$ cat config.mk
export PLATFORM = sky130hd
export DESIGN_NAME = irqctl_top
export DESIGN_NICKNAME = d
export VERILOG_FILES = /design/src/rtl/irqctl_pkg.sv /design/src/rtl/irqctl_datapath.sv /design/src/rtl/irqctl_control.sv /design/src/rtl/irqctl_top.sv
export SDC_FILE = /design/constraint.sdc
export NUM_CORES = 1
export LEC_CHECK = 0
export ABC_AREA = 1
export CAP_MARGIN = 20
export CORE_AREA = 2 2 39 41
export CTS_BUF_LIST = sky130_fd_sc_hd__clkbuf_8 sky130_fd_sc_hd__clkbuf_16
export CTS_CLUSTER_SIZE = 25
export DETAILED_ROUTE_END_ITERATION = 10
export DIE_AREA = 0 0 41 43
export PLACE_DENSITY_LB_ADDON = 0.1
export SLEW_MARGIN = 0
export SYNTH_ARGS = -nofsm -noshare
export SYNTH_HDL_FRONTEND = slang
export SYNTH_SLANG_ARGS = --single-unit
$ cat constraint.sdc
create_clock -name clk -period 1.8 [get_ports clk]
set_input_delay 0.36 -clock clk [delete_from_list [all_inputs] [get_ports clk]]
set_output_delay 0.36 -clock clk [all_outputs]
set_load 0.05 [all_outputs]
$ cat src/rtl/irqctl_pkg.sv
package irqctl_pkg;
  localparam int DATA_W  = 8;
  localparam int LEVEL_W = 3;
  localparam int FLAG_BIT = 3;   // neighbour software decodes this position
  localparam int POL_BIT  = 4;

  typedef struct packed {
    logic setFlag;     // hardware event detected
    logic clrFlag;     // software clear or acknowledge
    logic loadCfg;     // level and polarity load
    logic reloadHist;  // polarity changes: refresh edge history
  } irqStrobes_t;
endpackage

$ cat src/rtl/irqctl_datapath.sv
module irqctl_datapath
  import irqctl_pkg::*;
#(
  parameter bit IS_EXTERNAL = 1'b1,
  parameter int SYNC_STAGES = 2
) (
  input  logic              clk,
  input  logic              rstN,
  input  logic              irqIn,
  input  logic [DATA_W-1:0] wrData,
  input  irqStrobes_t       strb,
  output logic              edgeSeen,
  output logic              polReg,
  output logic              flagReg,
  output logic [LEVEL_W-1:0] levelReg,
  output logic [DATA_W-1:0] rdData,
  output logic              pending
);

  generate
    if (IS_EXTERNAL) begin : g_ext
      logic [SYNC_STAGES-1:0] syncQ;
      logic normNow;
      logic prevNorm;
      logic polQ;

      always_ff @(posedge clk or negedge rstN) begin
        if (!rstN) syncQ <= '0;
        else       syncQ <= {syncQ[SYNC_STAGES-2:0], irqIn};
      end

      // active edge always becomes a rising edge of normNow
      assign normNow  = syncQ[SYNC_STAGES-1] ^ ~polQ;
      assign edgeSeen = normNow & ~prevNorm;

      always_ff @(posedge clk or negedge rstN) begin
        if (!rstN)                prevNorm <= 1'b1;
        else if (strb.reloadHist) prevNorm <= syncQ[SYNC_STAGES-1] ^ ~wrData[POL_BIT];
        else                      prevNorm <= normNow;
      end

      always_ff @(posedge clk or negedge rstN) begin
        if (!rstN)             polQ <= 1'b0;
        else if (strb.loadCfg) polQ <= wrData[POL_BIT];
      end
      assign polReg = polQ;
    end else begin : g_int
      assign edgeSeen = irqIn;
      assign polReg   = 1'b0;
    end
  endgenerate

  always_ff @(posedge clk or negedge rstN) begin
    if (!rstN)             flagReg <= 1'b0;
    else if (strb.setFlag) flagReg <= 1'b1;
    else if (strb.clrFlag) flagReg <= 1'b0;
  end

  always_ff @(posedge clk or negedge rstN) begin
    if (!rstN)             levelReg <= '0;
    else if (strb.loadCfg) levelReg <= wrData[LEVEL_W-1:0];
  end

  always_comb begin
    rdData                   = '0;
    rdData[LEVEL_W-1:0]      = levelReg;
    rdData[FLAG_BIT]         = flagReg;
    rdData[POL_BIT]          = polReg;
  end

  assign pending = flagReg & (|levelReg);

endmodule

$ cat src/rtl/irqctl_control.sv
module irqctl_control
  import irqctl_pkg::*;
#(
  parameter bit IS_EXTERNAL = 1'b1
) (
  input  logic              wrEn,
  input  logic [DATA_W-1:0] wrData,
  input  logic              ack,
  input  logic              edgeSeen,
  input  logic              polReg,
  output irqStrobes_t       strb
);

  always_comb begin
    strb.setFlag    = edgeSeen;
    strb.clrFlag    = (wrEn & ~wrData[FLAG_BIT]) | ack;
    strb.loadCfg    = wrEn;
    strb.reloadHist = IS_EXTERNAL & wrEn & (wrData[POL_BIT] != polReg);
  end

endmodule

$ cat src/rtl/irqctl_top.sv
module irqctl_top
  import irqctl_pkg::*;
#(
  parameter bit IS_EXTERNAL = 1'b1,
  parameter int SYNC_STAGES = 2
) (
  input  logic               clk,
  input  logic               rstN,
  input  logic               irqIn,
  input  logic               wrEn,
  input  logic [DATA_W-1:0]  wrData,
  input  logic               ack,
  output logic [DATA_W-1:0]  rdData,
  output logic               pending,
  output logic [LEVEL_W-1:0] level
);

  irqStrobes_t ctlStrobes;
  logic edgeSeen;
  logic polReg;
  logic flagReg;

  irqctl_control #(.IS_EXTERNAL(IS_EXTERNAL)) u_control (
    .wrEn     (wrEn),
    .wrData   (wrData),
    .ack      (ack),
    .edgeSeen (edgeSeen),
    .polReg   (polReg),
    .strb     (ctlStrobes)
  );

  irqctl_datapath #(.IS_EXTERNAL(IS_EXTERNAL), .SYNC_STAGES(SYNC_STAGES)) u_datapath (
    .clk      (clk),
    .rstN     (rstN),
    .irqIn    (irqIn),
    .wrData   (wrData),
    .strb     (ctlStrobes),
    .edgeSeen (edgeSeen),
    .polReg   (polReg),
    .flagReg  (flagReg),
    .levelReg (level),
    .rdData   (rdData),
    .pending  (pending)
  );

endmodule

# Yosys cells after proc, flatten, opt, wreduce, memory -nomap -nowiden
# Cells that the tools add are included.
# word_totals
regBits,8
latchBits,0
mem_bits_rw,0
rom_bits,0
inputBits,13
output_inout_bits,12
word_cells,22
memories,0
# op_classes
addsub,0
n_mul,0
n_div,0
order_cmp,0
n_eq_ne,1
n_shift,0
muxes,3
bitwise_logic,11
reduce_logical,2
# op_table
cell,n
1-bit bitwise AND,4
1-bit NOT,4
1-bit 2-to-1 mux,3
3-bit OR reduction,1
2-bit nonzero test,1
1-bit XOR,2
1-bit != test,1
1-bit OR,1

# Depth between registers and ports, before layout
# Gate-level depths: netlist of the first run.
# logic_depth
depth_word,5
ltp_mapped,5
depth_no_buf,4

# By module
# Synthesis of the first run repeated with hierarchy kept, for this count alone.
# hier_totals
hier_cells,54
area_unflattened_um2,431.7
# by_module_without_submodules
mod,n_inst,cells_each,area_each_um2,seq_area_each_um2
irqctl_datapath,1,46,390.4,201.4
irqctl_control,1,8,41.3,0.0

# Worst setup path before layout of the first run
# OpenSTA, ideal clock, no wires.
# synth_timing
kind,register -> output
from,reg u_datapath.levelReg[1]
to,out pending
arrival_ns,1.887
required_ns,1.440
setup_slack_ns,-0.447
path_stages_with_launch,3
path_buffers,0
path_cell_list,dfrtp_1 inv_1 a21boi_0
# synth_via
elab_chain_len,2
# synth_rtl
element,line_no,rtl
start: declaration,irqctl_datapath.sv:15,"output logic [LEVEL_W-1:0] levelReg,"
start signal: assignment,irqctl_datapath.sv:61,else if (strb.loadCfg) levelReg <= wrData[LEVEL_W-1:0];
3-bit OR reduction,irqctl_datapath.sv:71,assign pending = flagReg & (|levelReg);
1-bit bitwise AND,irqctl_datapath.sv:71,
end: declaration,irqctl_top.sv:14,"output logic pending,"
# No other way between the ends.

# Worst setup path after layout of the first run
# layout_timing
from,reg u_datapath.levelReg[0]
to,out pending
# Same word-level chain as after synthesis.

==> run summary, run 1 <==
Delay-heaviest family, CP - flip-flops
Critical path capture point type - output pin
Num CTS Buffers - 3
Min-Delay Path Class - reg2reg
Clock latency at the later pin of the worst-skew pair - 230 ps
Port Buffer Count - 18
Die area - 1760 sq um
Total GRT Usage - 0.120
Placed Area - 547 sq um
Ys Warns - 0
Period utilization - 0.770
Routed WL - 748 um
PD cells - 1060 nW/um^2
RSZ-0062 raised after global routing - false
Seq/Total Area, Yosys - 0.483
Layout cells sized above 1 - 0.262
Ant diodes - 0
CTS sink cnt - 8
Final setup TNS - 0 ps
Count leader, synth - nand2_1
Status - finished clean
Max Slew Vio Count - 0
Fin nets - 79
CP max-delay cell - dfrtp_1
Crit path buffers/inverters - 1
Ys async rst share - 1.00
Max frequency - 722 MHz
# Max-Cap Violations - 0
Initial DRT Pass Iterations - 2
Clock-pin slew on the worst setup and hold paths - 40 ps
Post-synthesis cell type count - 14
TritonCTS clock tree - built
Leading area contributor after synthesis - dfrtp_1
CP Max Fanout - 4
# rows - 14
Chip Width - 41 um
Initial antenna violation count - 0
Post-CTS resize count - 0
Number of synthesized flops with an enable pin - 0
FF+latch count, synth - 8
Synth top area share - 0.420
Fin crit period - 1390 ps
Synth area leaders - dfrtp_1 42%, buf_4 14%, nand2_1 14%, dfstp_2 6.3%, inv_1 6.3%
Pin count of the biggest net entering global routing - 9
First-pass GRT wire length - 1220 um
Minimum hold slack - 342 ps
Startpoint types - register
Worst VDD drop - 617 uV
Routed vias/inst - 4.06
Critical-path cell list - nor2_1, a21boi_2, buf_12
Vias in the first global route - 287
Met3 WL post-DR - 87 um
GR Overflow Total - 0
Root buffer cell - clkbuf_8
Post-DP HPWL - 571 um
Clock skew - 0.233 ps
Initial Utilization - 0.301
LEAKAGE - 0.320 nW
Top_reg_cell synth - dfrtp_1
Post-CTS Setup Inserts - 0
DR DRC count - 0
Final setup violation count - 0
Iter 0 DRT Violations - 1
Vias - 329
Fin. Hold Viols - 0
Req. time, crit path - 1440 ps
Area growth, synth to finish - 42.0%
Wire length on met1 - 288 um
Post-route ant nets - 0
Max Used Layer - met4
Post-Synthesis Cells - 50
Ports - 25
Core area - 1380 sq um
Synthesized area - 417 sq um
CTS H-tree depth - 1
Placer Congestion - 0.716
Die height - 43 um
Syn_area_per_cell - 8.33 sq um
CTS Hold Buffers Added - 0
Post-route design area - 592 sq um
Drt wl/cell - 9.23 um
Met2 WL - 322 um
Max stage delay on crit path - 400 ps
Synth cell count leaders - 16 x nand2_1, 8 x buf_4, 7 x dfrtp_1, 7 x inv_1, 3 x nand3_1
Tot Pwr - 0.627 mW
Setup CP Type - reg2out
Fin util - 0.428
Crit path arrival time - 1030 ps
Longest Clk Path Bufs - 2
[cells by family after synthesis]
group           Yosys count  share of synthesized area
compound gates            2                     0.0300
flops                     8                      0.483
simple gates             22                      0.228
buf+inv                  17                      0.249
other cells               1                    0.00900
[final timing paths]
check | startpoint | to | slack [ps] | cells after the start
max | u_datapath.levelReg[0]$_DFFE_PN0P_ | pending | 410 | 3
min | u_datapath.g_ext.syncQ[0]$_DFF_PN0_ | u_datapath.g_ext.syncQ[1]$_DFF_PN0_ | 340 | 0
max reg2reg | u_datapath.g_ext.prevNorm$_DFF_PN1_ | u_datapath.flagReg$_DFFE_PN0P_ | 1040 | 3
min reg2reg | u_datapath.g_ext.syncQ[0]$_DFF_PN0_ | u_datapath.g_ext.syncQ[1]$_DFF_PN0_ | 340 | 0
max in group asynchronous | rstN | u_datapath.g_ext.prevNorm$_DFF_PN1_ | 1090 | 1
min in group asynchronous | rstN | u_datapath.flagReg$_DFFE_PN0P_ | 410 | 1
[layout by cell type, fill, tap and decap left out, drive strengths merged]
| master | n |
|---|---|
| o21ai | 1 |
| clkbuf | 3 |
| clkdlybuf4s50 | 9 |
| nand2 | 17 |
| a21boi | 1 |
| inv | 9 |
| buf | 9 |
| dfstp | 1 |
| nand3 | 4 |
| dfrtp | 7 |
| nor2 | 1 |
| conb | 3 |
[registers in the layout (all words and copies together), names as in the netlist]
signal / cells
u_datapath.flagReg: 1
u_datapath.g_ext.prevNorm: 1
u_datapath.polReg: 1
u_datapath.g_ext.syncQ: 2
u_datapath.levelReg: 3
[final cells by class]
class / count / area, sq um
inverters: 8 / 32.5
flip-flops and latches: 8 / 201
multi-input cells: 27 / 123
repair buffers: 18 / 170
clock buffers: 3 / 41.3
well taps: 16 / 20.0
fillers: 143 / 792
clock inverters: 1 / 3.75
[where the power goes]
part | internal [mW] | leakage, nW | switching (mW)
clock network | 0.148 | 0.0269 | 0.0766
logic | 0.0671 | 0.198 | 0.126
registers | 0.198 | 0.0947 | 0.0116
total | 0.414 | 0.320 | 0.214
[through the flow]
stage          std cells  setup slack, ps
2_1_floorplan         52              179
3_3_place_gp          77              378
3_5_place_dp          77              367
4_1_cts               81              403
5_1_grt               81              346
6_report              81              415
[routing by layer]
layer / vias to the layer above / global-route usage
li1: 166 / -
met1: 142 / 0.133
met2: 17 / 0.138
met3: 4 / 0.0524
met4: 0 / 0.160
met5: - / 0
(Power assumes the default switching activity.)
==> inputs of run 2 (changes only) <==
==> constraint.sdc (replaced) <==
create_clock -name clk -period 1.39 [get_ports clk]
set_input_delay 0.278 -clock clk [delete_from_list [all_inputs] [get_ports clk]]
set_output_delay 0.278 -clock clk [all_outputs]
set_load 0.05 [all_outputs]
==> run 2 against run 1 <==
Against the previous run:
- first-iteration DRC count rose to 4.0 times the previous value
- clock power rose by 23%
- cell count rose by 1.2%
- clock skew barely moved
- wire length fell by 3.7%
- sequential cell count did not move
- critical path type unchanged
- largest cell class is now non-clock buffers
- highest routed layer is now met3
==> run summary, run 2 (synthesized netlist as in run 1, its figures left out) <==
Status - finished clean (unchanged)
Placer Congestion - 0.717 (was 0.716)
# rows - 14 (unchanged)
Drt wl/cell - 8.78 um (was 9.23 um)
Fin util - 0.518 (was 0.428)
Placed Area - 666 sq um (was 547 sq um)
Period utilization - 0.959
CTS Hold Buffers Added - 0 (unchanged)
Post-CTS Setup Inserts - 0 (unchanged)
Setup CP Type - reg2out (unchanged)
Layout cells sized above 1 - 0.333 (was 0.262)
LEAKAGE - 0.361 nW (was 0.320 nW)
Min-Delay Path Class - in2async (was reg2reg)
Critical path capture point type - output pin (unchanged)
Met3 WL post-DR - 66 um (was 87 um)
Ant diodes - 0 (unchanged)
Pin count of the biggest net entering global routing - 9 (unchanged)
CP Max Fanout - 4 (unchanged)
Worst VDD drop - 702 uV (was 617 uV)
Clock latency at the later pin of the worst-skew pair - 220 ps (was 230 ps)
Routed WL - 720 um (was 748 um)
Routed vias/inst - 3.96 (was 4.06)
Post-CTS resize count - 1 (was 0)
Fin cells - 82 (was 81)
Longest Clk Path Bufs - 2 (unchanged)
Max frequency - 750 MHz
CTS sink cnt - 8 (unchanged)
GR Overflow Total - 0 (unchanged)
Final setup violation count - 0 (unchanged)
Area of the multi-input gates - 133 sq um (was 123 sq um)
Port Buffer Count - 18 (unchanged)
# Max-Cap Violations - 0 (unchanged)
Initial Utilization - 0.301 (unchanged)
Max Used Layer - met3 (was met4)
Max Slew Vio Count - 0 (unchanged)
Num CTS Buffers - 3 (unchanged)
Met2 WL - 358 um (was 322 um)
PD cells - 1220 nW/um^2 (was 1060 nW/um^2)
TritonCTS clock tree - built (unchanged)
Post-route ant nets - 0 (unchanged)
Crit path arrival time - 1060 ps (was 1030 ps)
Inst Count DP - 78 (was 77)
CTS H-tree depth - 1 (unchanged)
Final setup TNS - 0 ps (unchanged)
Total GRT Usage - 0.101 (was 0.120)
Root buffer cell - clkbuf_8 (unchanged)
Number of flip-flops under the largest register name - 3 (unchanged)
Clock-pin slew on the worst setup and hold paths - 40 ps (about the same)
RSZ-0062 raised after global routing - false (unchanged)
Clock skew - 0.198 ps (was 0.233 ps)
Initial DRT Pass Iterations - 3 (was 2)
Post-DP HPWL - 584 um (was 571 um)
Chip Width - 41 um (unchanged)
Vias in the first global route - 270 (was 287)
Wire length on met1 - 295 um (was 288 um)
Most frequent cells in the layout - 16 x nand2_1, 9 x clkdlybuf4s50_1, 9 x buf_12, 8 x inv_1, 4 x dfrtp_1 (was 16 x nand2_1, 9 x clkdlybuf4s50_1, 8 x inv_1, 8 x buf_4, 7 x dfrtp_1)
Register Area - 205 sq um (was 201 sq um)
RR Startpoint - u_datapath.polReg$_DFFE_PN0P_ (was u_datapath.g_ext.prevNorm$_DFF_PN1_)
Leading cell type in the layout, fill and taps excluded - nand2_1 (unchanged)
Post-route design area - 717 sq um (was 592 sq um)
Minimum hold slack - 326 ps (was 342 ps)
First-pass GRT wire length - 1130 um (was 1220 um)
Fin crit period - 1330 ps
DR DRC count - 0 (unchanged)
Die area - 1760 sq um (unchanged)
Core area - 1380 sq um (unchanged)
Fin. Hold Viols - 0 (unchanged)
Biggest register - u_datapath.levelReg (unchanged)
Start point of the critical path - u_datapath.levelReg[0]$_DFFE_PN0P_ (unchanged)
Area growth, synth to finish - 72.1% (was 42.0%)
Number of fill cells - 127 (was 143)
Vias - 325 (was 329)
Die height - 43 um (unchanged)
Iter 0 DRT Violations - 4 (was 1)
Regs by FF count - u_datapath.levelReg: 3 flops, u_datapath.g_ext.syncQ: 2 flops (unchanged)
Req. time, crit path - 1110 ps (was 1440 ps)
Initial antenna violation count - 0 (unchanged)
Fin nets - 80 (was 79)
Ports - 25 (unchanged)
Startpoint types - register (unchanged)
[run 2: changes by cell type in the layout (fill, tap and decap cells not counted)]
cell,change
a21boi_2,-1
a21boi_4,+1
buf_12,+8
buf_4,-8
buf_6,+1
dfrtp_1,-3
dfrtp_2,+3
nor2_1,-1
nor2_2,+1
[run 2: area by class of cell]
cell class,count,area share
Clock inverter,1,0.00524
Tap cell,16,0.0279
Timing Repair Buffer,19,0.393
Sequential cell,8,0.286
Clock buffer,3,0.0576
Multi-Input combinational cell,27,0.185
Inverter,8,0.0454
[run 2: layer usage]
layer | global-route usage | vias to the layer above
met2 | 0.128 | 13
met1 | 0.134 | 145
met5 | 0 | -
met4 | 0.0400 | 0
met3 | 0.0628 | 0
li1 | - | 167
[run 2: worst max-delay path: stages, from the launching register on]
cell and delay (ps):
dfrtp_2 450, nor2_2 160, a21boi_4 70, buf_6 150
[run 2: through the flow]
step / total power [mW] / setup slack (ps)
4_1_cts: 0.883 / 17.6
2_1_floorplan: 0.471 / 111
5_1_grt: 0.927 / 12.6
3_5_place_dp: 0.599 / 183
3_3_place_gp: 0.597 / 188
6_report: 0.875 / 56.8
[run 2: worst paths after layout]
kind	to	slack, ps	cells after the start
hold reg to reg	u_datapath.g_ext.syncQ[1]$_DFF_PN0_	350	0
min in group clk	u_datapath.g_ext.syncQ[1]$_DFF_PN0_	350	0
setup / recovery	pending	60	3
setup reg to reg	u_datapath.flagReg$_DFFE_PN0P_	580	4
hold / removal	u_datapath.g_ext.syncQ[0]$_DFF_PN0_	330	1
max in group asynchronous	u_datapath.g_ext.prevNorm$_DFF_PN1_	770	1
[run 2: report_power, final]
| group | leakage [nW] | internal (mW) | switching [mW] |
|---|---|---|---|
| clock | 0.0269 | 0.191 | 0.0866 |
| combinational | 0.243 | 0.145 | 0.165 |
| sequential | 0.0913 | 0.259 | 0.0299 |
